===== config.mk =====
export PLATFORM = sky130hd
export DESIGN_NAME = rtc_prescaler
export DESIGN_NICKNAME = d
export VERILOG_FILES = /design/src/rtl/rtc_presc_pkg.sv /design/src/rtl/rtc_key_gate.sv /design/src/rtl/rtc_div_stage.sv /design/src/rtl/rtc_prescaler.sv
export SDC_FILE = /design/constraint.sdc
export NUM_CORES = 1
export LEC_CHECK = 0
export ABC_AREA = 1
export ABC_CLOCK_PERIOD_IN_PS = 5000
export CAP_MARGIN = 20
export CORE_MARGIN = 3
export CORE_UTILIZATION = 56
export DETAILED_ROUTE_END_ITERATION = 6
export GPL_TIMING_DRIVEN = 1
export PLACE_DENSITY = 0.93
export SLEW_MARGIN = 20
export SYNTH_ARGS = -nofsm -noshare
export SYNTH_HDL_FRONTEND = slang
export SYNTH_SLANG_ARGS = --single-unit

===== constraint.sdc =====
create_clock -name clk -period 5 [get_ports clk]
set_input_delay 1 -clock clk [delete_from_list [all_inputs] [get_ports clk]]
set_output_delay 1 -clock clk [all_outputs]
set_load 0.02 [all_outputs]

===== src/rtl/rtc_presc_pkg.sv =====
package rtc_presc_pkg;
    typedef enum logic [1:0] {LK_LOCKED, LK_HALF, LK_OPEN} lock_e;
    typedef enum logic {MD_RUN, MD_INIT} mode_e;

    localparam logic [1:0] ADR_KEY = 2'd0;
    localparam logic [1:0] ADR_FAC = 2'd1;
    localparam logic [1:0] ADR_CTL = 2'd2;
    localparam logic [1:0] ADR_SHF = 2'd3;

    localparam logic [7:0] KEY_FIRST  = 8'hCA;
    localparam logic [7:0] KEY_SECOND = 8'h53;
endpackage


===== src/rtl/rtc_key_gate.sv =====
module rtc_key_gate
    import rtc_presc_pkg::*;
(
    input  logic       clk,
    input  logic       rst_n,
    input  logic       wr_en,
    input  logic [1:0] wr_addr,
    input  logic [7:0] wr_byte,
    output logic       open_o
);
    lock_e state_q, state_d;

    always_ff @(posedge clk) begin
        if (!rst_n) state_q <= LK_LOCKED;
        else        state_q <= state_d;
    end

    always_comb begin
        state_d = state_q;
        if (wr_en && wr_addr == ADR_KEY) begin
            unique case (state_q)
                LK_LOCKED: state_d = (wr_byte == KEY_FIRST) ? LK_HALF : LK_LOCKED;
                LK_HALF:   state_d = (wr_byte == KEY_FIRST)  ? LK_HALF :
                                     (wr_byte == KEY_SECOND) ? LK_OPEN : LK_LOCKED;
                LK_OPEN:   state_d = (wr_byte == KEY_FIRST) ? LK_HALF : LK_LOCKED;
                default:   state_d = LK_LOCKED;
            endcase
        end else if (wr_en && state_q == LK_HALF) begin
            state_d = LK_LOCKED;
        end
    end

    always_comb begin
        open_o = (state_q == LK_OPEN);
    end


    open_after_second_key_chk: assert property (@(posedge clk) disable iff (!rst_n)
        $rose(open_o) |-> $past(wr_en && wr_addr == ADR_KEY && wr_byte == KEY_SECOND));


    open_held_without_key_chk: assert property (@(posedge clk) disable iff (!rst_n)
        (open_o && !(wr_en && wr_addr == ADR_KEY)) |=> open_o);
endmodule


===== src/rtl/rtc_div_stage.sv =====
module rtc_div_stage #(
    parameter int unsigned W = 7
) (
    input  logic         clk,
    input  logic         rst_n,
    input  logic         hold,
    input  logic         step,
    input  logic [W-1:0] reload,
    input  logic         add_en,
    input  logic [W-1:0] add_amt,
    output logic         wrap
);
    logic [W-1:0] cnt_q;
    logic [W-1:0] base;
    logic [W:0]   sum;

    always_comb begin
        base = (cnt_q == '0) ? reload : cnt_q - 1'b1;
        sum  = {1'b0, base} + {1'b0, add_amt};
    end

    always_ff @(posedge clk) begin
        if (!rst_n || hold) begin
            cnt_q <= reload;
        end else if (step) begin
            if (!add_en)                  cnt_q <= base;
            else if (sum > {1'b0, reload}) cnt_q <= reload;
            else                          cnt_q <= sum[W-1:0];
        end
    end

    assign wrap = !hold && step && (cnt_q == '0);


    cnt_in_range_chk: assert property (@(posedge clk) disable iff (!rst_n)
        !hold |-> cnt_q <= reload);


    reload_after_wrap_chk: assert property (@(posedge clk) disable iff (!rst_n)
        (wrap && !add_en) |=> cnt_q == $past(reload));
endmodule


===== src/rtl/rtc_prescaler.sv =====
module rtc_prescaler
    import rtc_presc_pkg::*;
#(
    parameter int unsigned AW    = 7,
    parameter int unsigned SW    = 15,
    parameter int unsigned A_LSB = 16,
    parameter int unsigned A_RST = 127,
    parameter int unsigned S_RST = 255
) (
    input  logic        clk,
    input  logic        dom_rst_n,
    input  logic        sys_rst_n,
    input  logic        wr_en,
    input  logic [1:0]  wr_addr,
    input  logic [31:0] wr_data,
    input  logic [1:0]  rd_addr,
    output logic [31:0] rd_data,
    output logic        async_tick,
    output logic        sec_tick
);
    localparam int unsigned SEL_BIT = 31;
    localparam logic [31:0] USED_MASK = (32'd1 << SEL_BIT)
                                      | (((32'd1 << AW) - 1) << A_LSB)
                                      | ((32'd1 << SW) - 1);

    logic          open;
    mode_e         mode_q, mode_d;
    logic [AW-1:0] fa_q;
    logic [SW-1:0] fs_q;
    logic          wake_en_q, wake_ok_q;
    logic          pend_q;
    logic [SW-1:0] shamt_q;
    logic          in_init;
    logic          fac_we, ctl_we, shf_we;
    logic          unused_wr;

    assign unused_wr = ^(wr_data & ~USED_MASK);
    assign in_init   = (mode_q == MD_INIT);
    assign fac_we    = wr_en && wr_addr == ADR_FAC && open && in_init;
    assign ctl_we    = wr_en && wr_addr == ADR_CTL && open;
    assign shf_we    = wr_en && wr_addr == ADR_SHF && open && !in_init && !pend_q;

    rtc_key_gate u_key (
        .clk     (clk),
        .rst_n   (sys_rst_n),
        .wr_en   (wr_en),
        .wr_addr (wr_addr),
        .wr_byte (wr_data[7:0]),
        .open_o  (open)
    );

    always_ff @(posedge clk) begin
        if (!sys_rst_n) mode_q <= MD_RUN;
        else            mode_q <= mode_d;
    end

    always_comb begin
        mode_d = mode_q;
        unique case (mode_q)
            MD_RUN:  if (ctl_we && wr_data[0])  mode_d = MD_INIT;
            MD_INIT: if (ctl_we && !wr_data[0]) mode_d = MD_RUN;
            default: mode_d = MD_RUN;
        endcase
    end

    always_ff @(posedge clk) begin
        if (!dom_rst_n) begin
            fa_q <= AW'(A_RST);
            fs_q <= SW'(S_RST);
        end else if (fac_we) begin
            if (wr_data[SEL_BIT]) fa_q <= wr_data[A_LSB +: AW];
            else                  fs_q <= wr_data[SW-1:0];
        end
    end

    always_ff @(posedge clk) begin
        if (!sys_rst_n) begin
            wake_en_q <= 1'b0;
            wake_ok_q <= 1'b1;
            pend_q    <= 1'b0;
            shamt_q   <= '0;
        end else begin
            if (ctl_we) wake_en_q <= wr_data[1];
            wake_ok_q <= !wake_en_q && !in_init;
            if (pend_q && async_tick) begin
                pend_q <= 1'b0;
            end else if (shf_we) begin
                pend_q  <= 1'b1;
                shamt_q <= wr_data[SW-1:0];
            end
        end
    end

    rtc_div_stage #(.W(AW)) u_stage_a (
        .clk     (clk),
        .rst_n   (sys_rst_n),
        .hold    (in_init),
        .step    (1'b1),
        .reload  (fa_q),
        .add_en  (1'b0),
        .add_amt ('0),
        .wrap    (async_tick)
    );

    rtc_div_stage #(.W(SW)) u_stage_s (
        .clk     (clk),
        .rst_n   (sys_rst_n),
        .hold    (in_init),
        .step    (async_tick),
        .reload  (fs_q),
        .add_en  (pend_q),
        .add_amt (shamt_q),
        .wrap    (sec_tick)
    );

    always_comb begin
        rd_data = '0;
        unique case (rd_addr)
            ADR_KEY: rd_data = '0;
            ADR_FAC: begin
                rd_data[SW-1:0]       = fs_q;
                rd_data[A_LSB +: AW]  = fa_q;
            end
            ADR_CTL: rd_data[1:0] = {wake_en_q, in_init};
            ADR_SHF: rd_data[3:0] = {open, wake_ok_q, pend_q, in_init};
            default: rd_data = '0;
        endcase
    end


    sec_with_async_chk: assert property (@(posedge clk) disable iff (!sys_rst_n)
        sec_tick |-> async_tick);


    shift_clears_chk: assert property (@(posedge clk) disable iff (!sys_rst_n)
        (pend_q && async_tick) |=> !pend_q);


    no_wake_in_init_chk: assert property (@(posedge clk) disable iff (!sys_rst_n)
        (in_init && $past(in_init)) |-> !wake_ok_q);


    factors_frozen_chk: assert property (@(posedge clk) disable iff (!dom_rst_n || !sys_rst_n)
        !in_init |=> $stable({fa_q, fs_q}));
endmodule


Word-level counts from Yosys, hierarchy flattened
Cells that the tools add are included.

Input port bits: 40. Word-level logic and storage cells: 84. Register bits after elaboration: 65.

Bitwise gates (word level): 4. Magnitude comparators: 1. Reduce and logical (&&, ||, !) cells: 36. $add $sub $neg: 3. Multiplexer cells: 20. Equal/unequal tests: 10.

Operator list (count): 15-bit 2-to-1 mux (5); 7-bit 2-to-1 mux (3); 1-bit logical AND (18); 15-bit by 15-bit adder with 16-bit output (1); 16-bit by 15-bit greater-than comparator with 1-bit output (1); 15-bit logical NOT (1); 15-bit by 1-bit subtractor with 15-bit output, second input constant (1); 11-bit 2-to-1 mux (1); 2-bit == test, second input constant (5); 8-bit by 7-bit == test with 1-bit output, second input constant (1); 8-bit == test, second input constant (1); 2-bit 2-to-1 mux (4); 2-bit case mux with 2 select lines (2); 2-bit case mux with 4 select lines (1); 7-bit logical NOT (1); 7-bit by 1-bit subtractor with 7-bit output, second input constant (1); 2-bit by 1-bit == test with 1-bit output, second input constant (3); 2-bit logical NOT (3); 2-bit AND reduction (3); 1-bit logical NOT (5); 1-bit NOT (4); 2-bit nonzero test (2); 2-bit OR reduction (2); 1-bit 2-to-1 mux (3); 2 further kinds (2).

Logic depth before layout (Yosys ltp)
Gate-level depths: netlist of run 1.

Word-level depth: 8. Mapped depth: 33. Mapped depth without buffers: 31.

Cells and area by module
Synthesis of run 1 repeated with hierarchy kept, for this count alone.

Cell total of the unflattened synthesis: 1010. Area, all modules: 6541.3 um2.

By module, submodules not included: rtc_div_stage (u_stage_s) (cells each 459, area an instance 2994.1 um2, seq. area each 450.4 um2, times used 1); rtc_prescaler (cells each 298, area an instance 1965.6 um2, seq. area each 820.8 um2, times used 1); rtc_div_stage (u_stage_a) (cells each 215, area an instance 1396.3 um2, seq. area each 210.2 um2, times used 1); rtc_key_gate (cells each 38, area an instance 185.2 um2, seq. area each 40.0 um2, times used 1).

Least setup slack after synthesis of run 1
OpenSTA, ideal clock, no wires.

Path kind: register -> register. From: reg u_stage_s.cnt_q[0]. To: reg u_stage_s.cnt_q[6] (data pin). Buffers on the path: 2. Data arrival time: 4022 ps. Path slack: 722 ps. Stages on the path, launching flop included: 30. Library setup time: 255 ps. Data required time: 4745 ps. Path through: edfxtp_1 > inv_1 > ha_1 > nand2_1 > nor2_2 > nand2_1 > inv_2 > nand2_1 > buf_2 > o21ai_1 > inv_1 > ha_1 > fa_1 > nand2_1 > nand2_1 > o21ai_0 > o21ai_1 > nand3b_1 > nand3b_1 > nand2_1 > inv_1 > ha_1 > nand2_1 > nor3_1 > nand4_2 > nand2_4 > buf_12 > nand2_4 > nand3_2 > a21oi_2.

Longest elaborated chain between the ends: 8. Elaborated cells on any way between the ends: 9. Those cells by class: add/sub: 2; order compare: 1; mux: 5; reduce/logical: 1.

Ends and longest elaborated chain: start, declared (RTL line rtc_div_stage.sv:13) `logic [W-1:0] cnt_q;`; start signal, assigned (RTL line rtc_div_stage.sv:24) `cnt_q <= reload;`; start signal, assigned (RTL line rtc_div_stage.sv:26) `if (!add_en) cnt_q <= base;`; start signal, assigned (RTL line rtc_div_stage.sv:27) `else if (sum > {1'b0, reload}) cnt_q <= reload;`; 15-bit by 1-bit subtractor with 15-bit output or 15-bit logical NOT (tied branches) (RTL line rtc_div_stage.sv:18) `base = (cnt_q == '0) ? reload : cnt_q - 1'b1;`; 15-bit 2-to-1 mux * (RTL line rtc_div_stage.sv:18); 15-bit by 15-bit adder with 16-bit output (RTL line rtc_div_stage.sv:19) `sum = {1'b0, base} + {1'b0, add_amt};`; 16-bit by 15-bit greater-than comparator with 1-bit output (RTL line rtc_div_stage.sv:27); 15-bit 2-to-1 mux (RTL line rtc_div_stage.sv:27); 15-bit 2-to-1 mux * (RTL line rtc_div_stage.sv:26); 15-bit 2-to-1 mux * (RTL line rtc_div_stage.sv:25) `end else if (step) begin`; 15-bit 2-to-1 mux * (RTL line rtc_div_stage.sv:23) `if (!rst_n || hold) begin`.

Mark *: on every way between the ends. The rest lies on a longest branch, timed or not. The select of a mux whose other input is x is not followed. A chain may end at the register's enable or synchronous reset.

Worst setup path after layout of run 1
From: reg u_stage_s.cnt_q[0]. To: reg u_stage_s.cnt_q[5] (data pin).

Same word-level chain as after synthesis.

==> results.json, run 1 <==
{
  "gr-total-overflow": 0,
  "cts_hold_buf": 0,
  "io_buffer_count": 54,
  "post_drt_via_cell_ratio": 5.68,
  "yosysWarnings": 0,
  "cap_violations": 0,
  "grt_pass1_wl_microns": 21700,
  "ant_nets": 0,
  "ys.flop_type": "dfxtp_1",
  "ys_seq_area_frac": 0.288,
  "finalCritPeriodShare": 0.962,
  "first_global_vias": 4694,
  "critPathSlowestCell": "edfxtp_1",
  "grt_use_total": 0.266,
  "grt_max_degree": 32,
  "drtIter0Drc": 541,
  "synth_area_leaders": "dfxtp_1, nand2_1, edfxtp_1",
  "slew_headroom": 0.417,
  "routed_wl_microns": 14000,
  "ios": 74,
  "clock_latency_ns": 0.36,
  "first_pass_iters": 5,
  "row_count": 34,
  "worstPathRequired_ns": 5.11,
  "antenna_cells": 0,
  "clock_path_buffers": 2,
  "yosysTopAreaCell": "dfxtp_1",
  "hold_start": "wake_en_q",
  "final-setup-viol-count": 0,
  "reg2reg_from": "u_stage_s.cnt_q[0]",
  "worst_pin_slew_ns": 0.871,
  "critPathLaunch": "u_stage_s.cnt_q[0]",
  "grt_antenna_before_repair": 0,
  "end_kind": "flop",
  "crit_path_start_kind": "flop",
  "r2r_cells": 29,
  "htreeDepth": 3,
  "wl_per_cell_microns": 15.5,
  "initial_core_util": 0.579,
  "nets": 866,
  "synth_cell_types": 41,
  "ir_worst_vdd_v": 0.000140,
  "cts.sinks": 65,
  "synth.top_cell.area_share": 0.198,
  "netlist_area_sq_um": 5050,
  "post_dp_cell_area_sq_um": 5620,
  "final_area_sq_um": 5950,
  "cp.arrival_ns": 4.93,
  "fin_skew_ns": 0.0190,
  "r2r-end": "u_stage_s.cnt_q[5]",
  "layout-drive-gt1-share": 0.119,
  "die_w_microns": 101,
  "fin_crit_ns": 4.81,
  "synth_async_sr_flop_share": 0,
  "crit_type": "reg2reg",
  "synth_common_cells": "nand2_1, inv_1, nor2_1, dfxtp_1, o21ai_0",
  "vias": 5138,
  "final_hold_viol_count": 0,
  "r2r_setup_slack_ns": 0.19,
  "drc_errors": 0,
  "cp_max_fo": 15,
  "synth_enable_flop_cells": 15,
  "clockRootBuffer": "clkbuf_8",
  "cpPeakStageDelay_ns": 0.41,
  "power_density_nw_per_um2": 210,
  "area_delta_synth_final_pct": 17.9,
  "power_mw": 1.25,
  "p_leak_nw": 2.94,
  "drv_slew": 0,
  "cts_buffers": 9,
  "clk_pin_slew_ns": 0.08,
  "ys_seq_elements": 65,
  "yosysMostFrequentCell": "nand2_1",
  "cts_tree": "built",
  "syn_inst": 732,
  "avgSynthCellArea_sq_um": 6.89,
  "gp_congestion": 0.925,
  "core_sq_um": 8720,
  "dieArea_sq_um": 10200,
  "holdPathEnd": "wake_ok_q",
  "min_path_cells": 1,
  "hold_class": "reg2reg",
  "fp.dieH_microns": 101,
  "clock.fmax_ghz": 0.208,
  "status": "complete, no violations",
  "hpwl_microns": 9900
}
-- state kept, by name, indices dropped and copies added (netlist names), named ones only --
register	count
fa_q	7
fs_q	15
pend_q	1
shamt_q	15
u_key.state_q	2
u_stage_a.cnt_q	7
u_stage_s.cnt_q	15
wake_en_q	1
wake_ok_q	1
-- worst max-delay path by stage --
| stage | end |
|---|---|
| 6_report | u_stage_s.cnt_q[5] |
| 5_1_grt | u_stage_s.cnt_q[1] |
| 4_1_cts | u_stage_s.cnt_q[2] |
| 3_5_place_dp | u_stage_s.cnt_q[2] |
| 3_3_place_gp | u_stage_s.cnt_q[2] |
| 2_1_floorplan | u_stage_s.cnt_q[6] |
-- cell usage in the layout (no fill, tap or decap), types with 2 or more instances in the layout --
cell	n
nand4_1	7
dfxtp_1	50
nand2_4	12
a21o_1	2
nand3_2	10
o21ai_0	47
ha_1	34
clkdlybuf4s50_1	54
xnor2_1	7
nand3b_1	7
o21ai_2	4
edfxtp_1	15
clkbuf_8	9
nor3_1	5
inv_2	4
nor2_2	3
clkbuf_16	2
o21ai_1	6
o21a_1	2
buf_4	18
a21oi_1	37
a31oi_1	2
xor2_1	11
nor2_1	101
nand2_2	8
nand3_1	39
o211ai_1	17
clkinv_4	2
inv_1	115
nand2_1	124
o21bai_1	3
a21oi_2	13
a22oi_2	2
conb_1	10
-- what timing repair did --
item                                   4_1_cts  5_1_grt
endpoints found under the hold margin        0        0
buffers inserted                             0        8
gates resized for setup                      2       16
pin swaps                                    0        6
setup endpoints to repair                   15       15
-- per-stage QoR --
| step | util | TNS, ns | worst slack (ns) | hold WS (ns) | std cells |
|---|---|---|---|---|---|
| after floorplan | - | 0 | 0.722 | 0.428 | 741 |
| after global placement | 0.644 | 0 | 0.0537 | 0.466 | 880 |
| after detailed placement | 0.644 | -0.206 | -0.0591 | 0.472 | 880 |
| after CTS | 0.669 | 0 | 0.0299 | 0.489 | 896 |
| after global routing | 0.682 | -0.318 | -0.0885 | 0.517 | 904 |
| final | 0.682 | 0 | 0.188 | 0.493 | 904 |
-- final cells by class --
class | count | area, sq um
fill | 609 | 2770
sequential | 65 | 1450
multi-input combinational | 524 | 3020
inverter | 119 | 447
clock buffer | 11 | 174
clock inverter | 5 | 42.5
tap | 108 | 135
timing repair buffer | 72 | 676
-- per-layer routing --
metal  wire (microns)  share of wire  track usage
met5                0              0            0
met4              351          0.025        0.104
met3             1170          0.083       0.0339
met2             6710           0.48        0.434
met1             5810           0.41        0.358
-- critical path: cells and delay by family (launching register included) --
| family | cells | cell delay (ns) |
|---|---|---|
| flops | 1 | 0.41 |
| compound gates | 6 | 0.99 |
| simple gates | 13 | 1.48 |
| fa+ha+maj | 3 | 0.87 |
| buf+inv | 7 | 0.79 |
-- kinds of logic after synthesis --
family                     after synthesis  share of synthesized area
AOI/OAI and AO/OA                      138                      0.161
buffers and inverters                  152                      0.132
other                                    1                   0.000743
xor gates and xnor gates                18                     0.0312
DFF                                     65                      0.288
and+or+nand+nor                        323                      0.300
adders and majority gates               35                     0.0883
-- where the power goes --
group	internal (mW)	total [mW]	switching [mW]	leakage, nW
Combinational	0.0838	0.213	0.129	2.29
Sequential	0.547	0.553	0.00631	0.538
Clock	0.247	0.484	0.237	0.112
Power figures use the tool's default switching activity.
==> run 2, diff against run 1 <==
--- a/config.mk
+++ b/config.mk
@@ -8,7 +8,7 @@
 export ABC_AREA = 1
 export ABC_CLOCK_PERIOD_IN_PS = 5000
 export CAP_MARGIN = 20
-export CORE_MARGIN = 3
+export CORE_MARGIN = 2
 export CORE_UTILIZATION = 56
 export DETAILED_ROUTE_END_ITERATION = 6
 export GPL_TIMING_DRIVEN = 1
==> run 2 against run 1 <==
- register-to-register slack improved by 0.09 ns
- wire length is 5.4% lower
- largest power group unchanged
- worst setup slack gained 0.091 ns
- critical path depth shrank 1
- critical endpoint is now u_stage_s.cnt_q[14]
==> results.json, run 2 (synthesis gave the netlist of run 1 again) <==
{
  "status": "complete, no violations",
  "area_delta_synth_final_pct": 16.6,
  "htreeDepth": 3,
  "cap_violations": 0,
  "layout-drive-gt1-share": 0.113,
  "reg.largest.list": "fs_q x15, shamt_q x15, u_stage_s.cnt_q x15",
  "dieArea_sq_um": 9790,
  "worstPathRequired_ns": 5.20,
  "grt_max_degree": 32,
  "fin_skew_ns": 0.00982,
  "grt_antenna_before_repair": 0,
  "cp_max_fo": 15,
  "instances_no_fill": 899,
  "grtUsageMet2": 0.434,
  "cts_buffers": 9,
  "die_w_microns": 98.9,
  "seqPwrFrac": 0.458,
  "cts.sinks": 65,
  "hold_class": "reg2reg",
  "fp.dieH_microns": 98.9,
  "p_int_mw": 0.841,
  "clockRootBuffer": "clkbuf_8",
  "wl_per_cell_microns": 14.8,
  "cts_tree": "built",
  "crit_top_cell": "nand2_1",
  "end_kind": "flop",
  "first_pass_iters": 7,
  "swShare": 0.304,
  "core_sq_um": 8720,
  "power.switching_mw": 0.367,
  "cpPeakStageDelay_ns": 0.41,
  "p_leak_nw": 2.89,
  "crit_family": "simple AND/OR/NAND/NOR gates",
  "clkPwrFrac": 0.373,
  "drc_errors": 0,
  "drtIter0Drc": 551,
  "cp.arrival_ns": 4.92,
  "busiest_layer": "met2",
  "ir_worst_vdd_v": 0.000137,
  "pwr-share-comb": 0.170,
  "nets": 861,
  "slew_headroom": 0.478,
  "vias": 4970,
  "finalCritPeriodShare": 0.944,
  "use_met3": 0.0404,
  "crit_path_start_kind": "flop",
  "clock_path_buffers": 2,
  "routed_wl_microns": 13300,
  "drv_slew": 0,
  "post_drt_via_cell_ratio": 5.53,
  "worst_pin_slew_ns": 0.780,
  "row_count": 34,
  "grt_pass1_wl_microns": 21100,
  "grt_use_total": 0.269,
  "ant_nets": 0,
  "mostFrequentLayoutCell": "nand2_1",
  "gr-total-overflow": 0,
  "ios": 74,
  "final_hold_viol_count": 0,
  "dpl.cell_count": 880,
  "crit_type": "reg2reg",
  "io_buffer_count": 54,
  "mostFrequentLayoutCells": "nand2_1, inv_1, nor2_1",
  "first_global_vias": 4454,
  "critPathBufInv": 5,
  "clock_latency_ns": 0.36,
  "setup_tns_ns": 0,
  "fin_crit_ns": 4.72,
  "final-setup-viol-count": 0,
  "critPathSlowestCell": "edfxtp_1",
  "initial_core_util": 0.579,
  "grt_util_met1": 0.353,
  "hpwl_microns": 9890,
  "gp_congestion": 0.947,
  "clk_pin_slew_ns": 0.08,
  "antenna_cells": 0,
  "clock.fmax_ghz": 0.212,
  "power_density_nw_per_um2": 205
}
-- run 2: cell count changes in the layout (fill, tap and decap cells not counted), sizes merged --
cell,change
clkinv,+1
clkbuf,-1
buf,-5
-- run 2: repair_timing --
item,in CTS,in global routing
endpoints found under the hold margin,0,0
pin swaps,0,3
gates cloned,0,0
gates resized for setup,2,13
buffers inserted,0,3
setup endpoints to repair,3,15
hold buffers,0,0
-- run 2: stage by stage --
step | hold WS [ns] | power, mW | util | instance area (sq um) | setup WS, ns
after floorplan | 0.428 | 0.697 | - | 5080 | 0.722
after global placement | 0.465 | 0.750 | 0.644 | 5620 | 0.146
after detailed placement | 0.476 | 0.757 | 0.644 | 5620 | -0.0289
after CTS | 0.487 | 1.20 | 0.668 | 5820 | 0.00633
after global routing | 0.519 | 1.25 | 0.675 | 5880 | -0.0366
final | 0.488 | 1.21 | 0.675 | 5880 | 0.279
-- run 2: cell type report --
class,instances,area [sq um]
Clock inverter,6,47.5
Fill cell,650,2840
Inverter,119,447
Multi-Input combinational cell,524,3020
Tap cell,108,135
Timing Repair Buffer,67,638
Sequential cell,65,1450
Clock buffer,10,149
-- run 2: power groups by stage --
stage               clock, mW  combinational (mW)  sequential [mW]
detailed placement          0               0.192            0.565
CTS                     0.449               0.195            0.553
floorplan                   0               0.134            0.564
finish                  0.450               0.205            0.553
global placement            0               0.186            0.565
global route            0.474               0.223            0.554
-- run 2: path summary, 6_finish.rpt --
kind                       from             endpoint  slack (ns)  depth (start not counted)
min reg2reg    u_key.state_q[1]     u_key.state_q[1]        0.49                          2
min            u_key.state_q[1]     u_key.state_q[1]        0.49                          2
max          u_stage_s.cnt_q[0]  u_stage_s.cnt_q[14]        0.28                         28
max reg2reg  u_stage_s.cnt_q[0]  u_stage_s.cnt_q[14]        0.28                         28
-- run 2: worst reg2reg max path, delay by kind of cell, from the launching register on --
| family | cells | cell delay [ns] |
|---|---|---|
| and+or+nand+nor | 16 | 2.03 |
| adders and majority gates | 4 | 1.05 |
| buffers and inverters | 5 | 0.54 |
| AOI/OAI and AO/OA | 3 | 0.53 |
| DFF | 1 | 0.41 |
-- run 2: per-layer routing --
metal / vias to the layer above / share of wire
li1: 2465 / -
met1: 2254 / 0.42
met2: 204 / 0.47
met3: 47 / 0.072
met4: 0 / 0.040
met5: - / 0
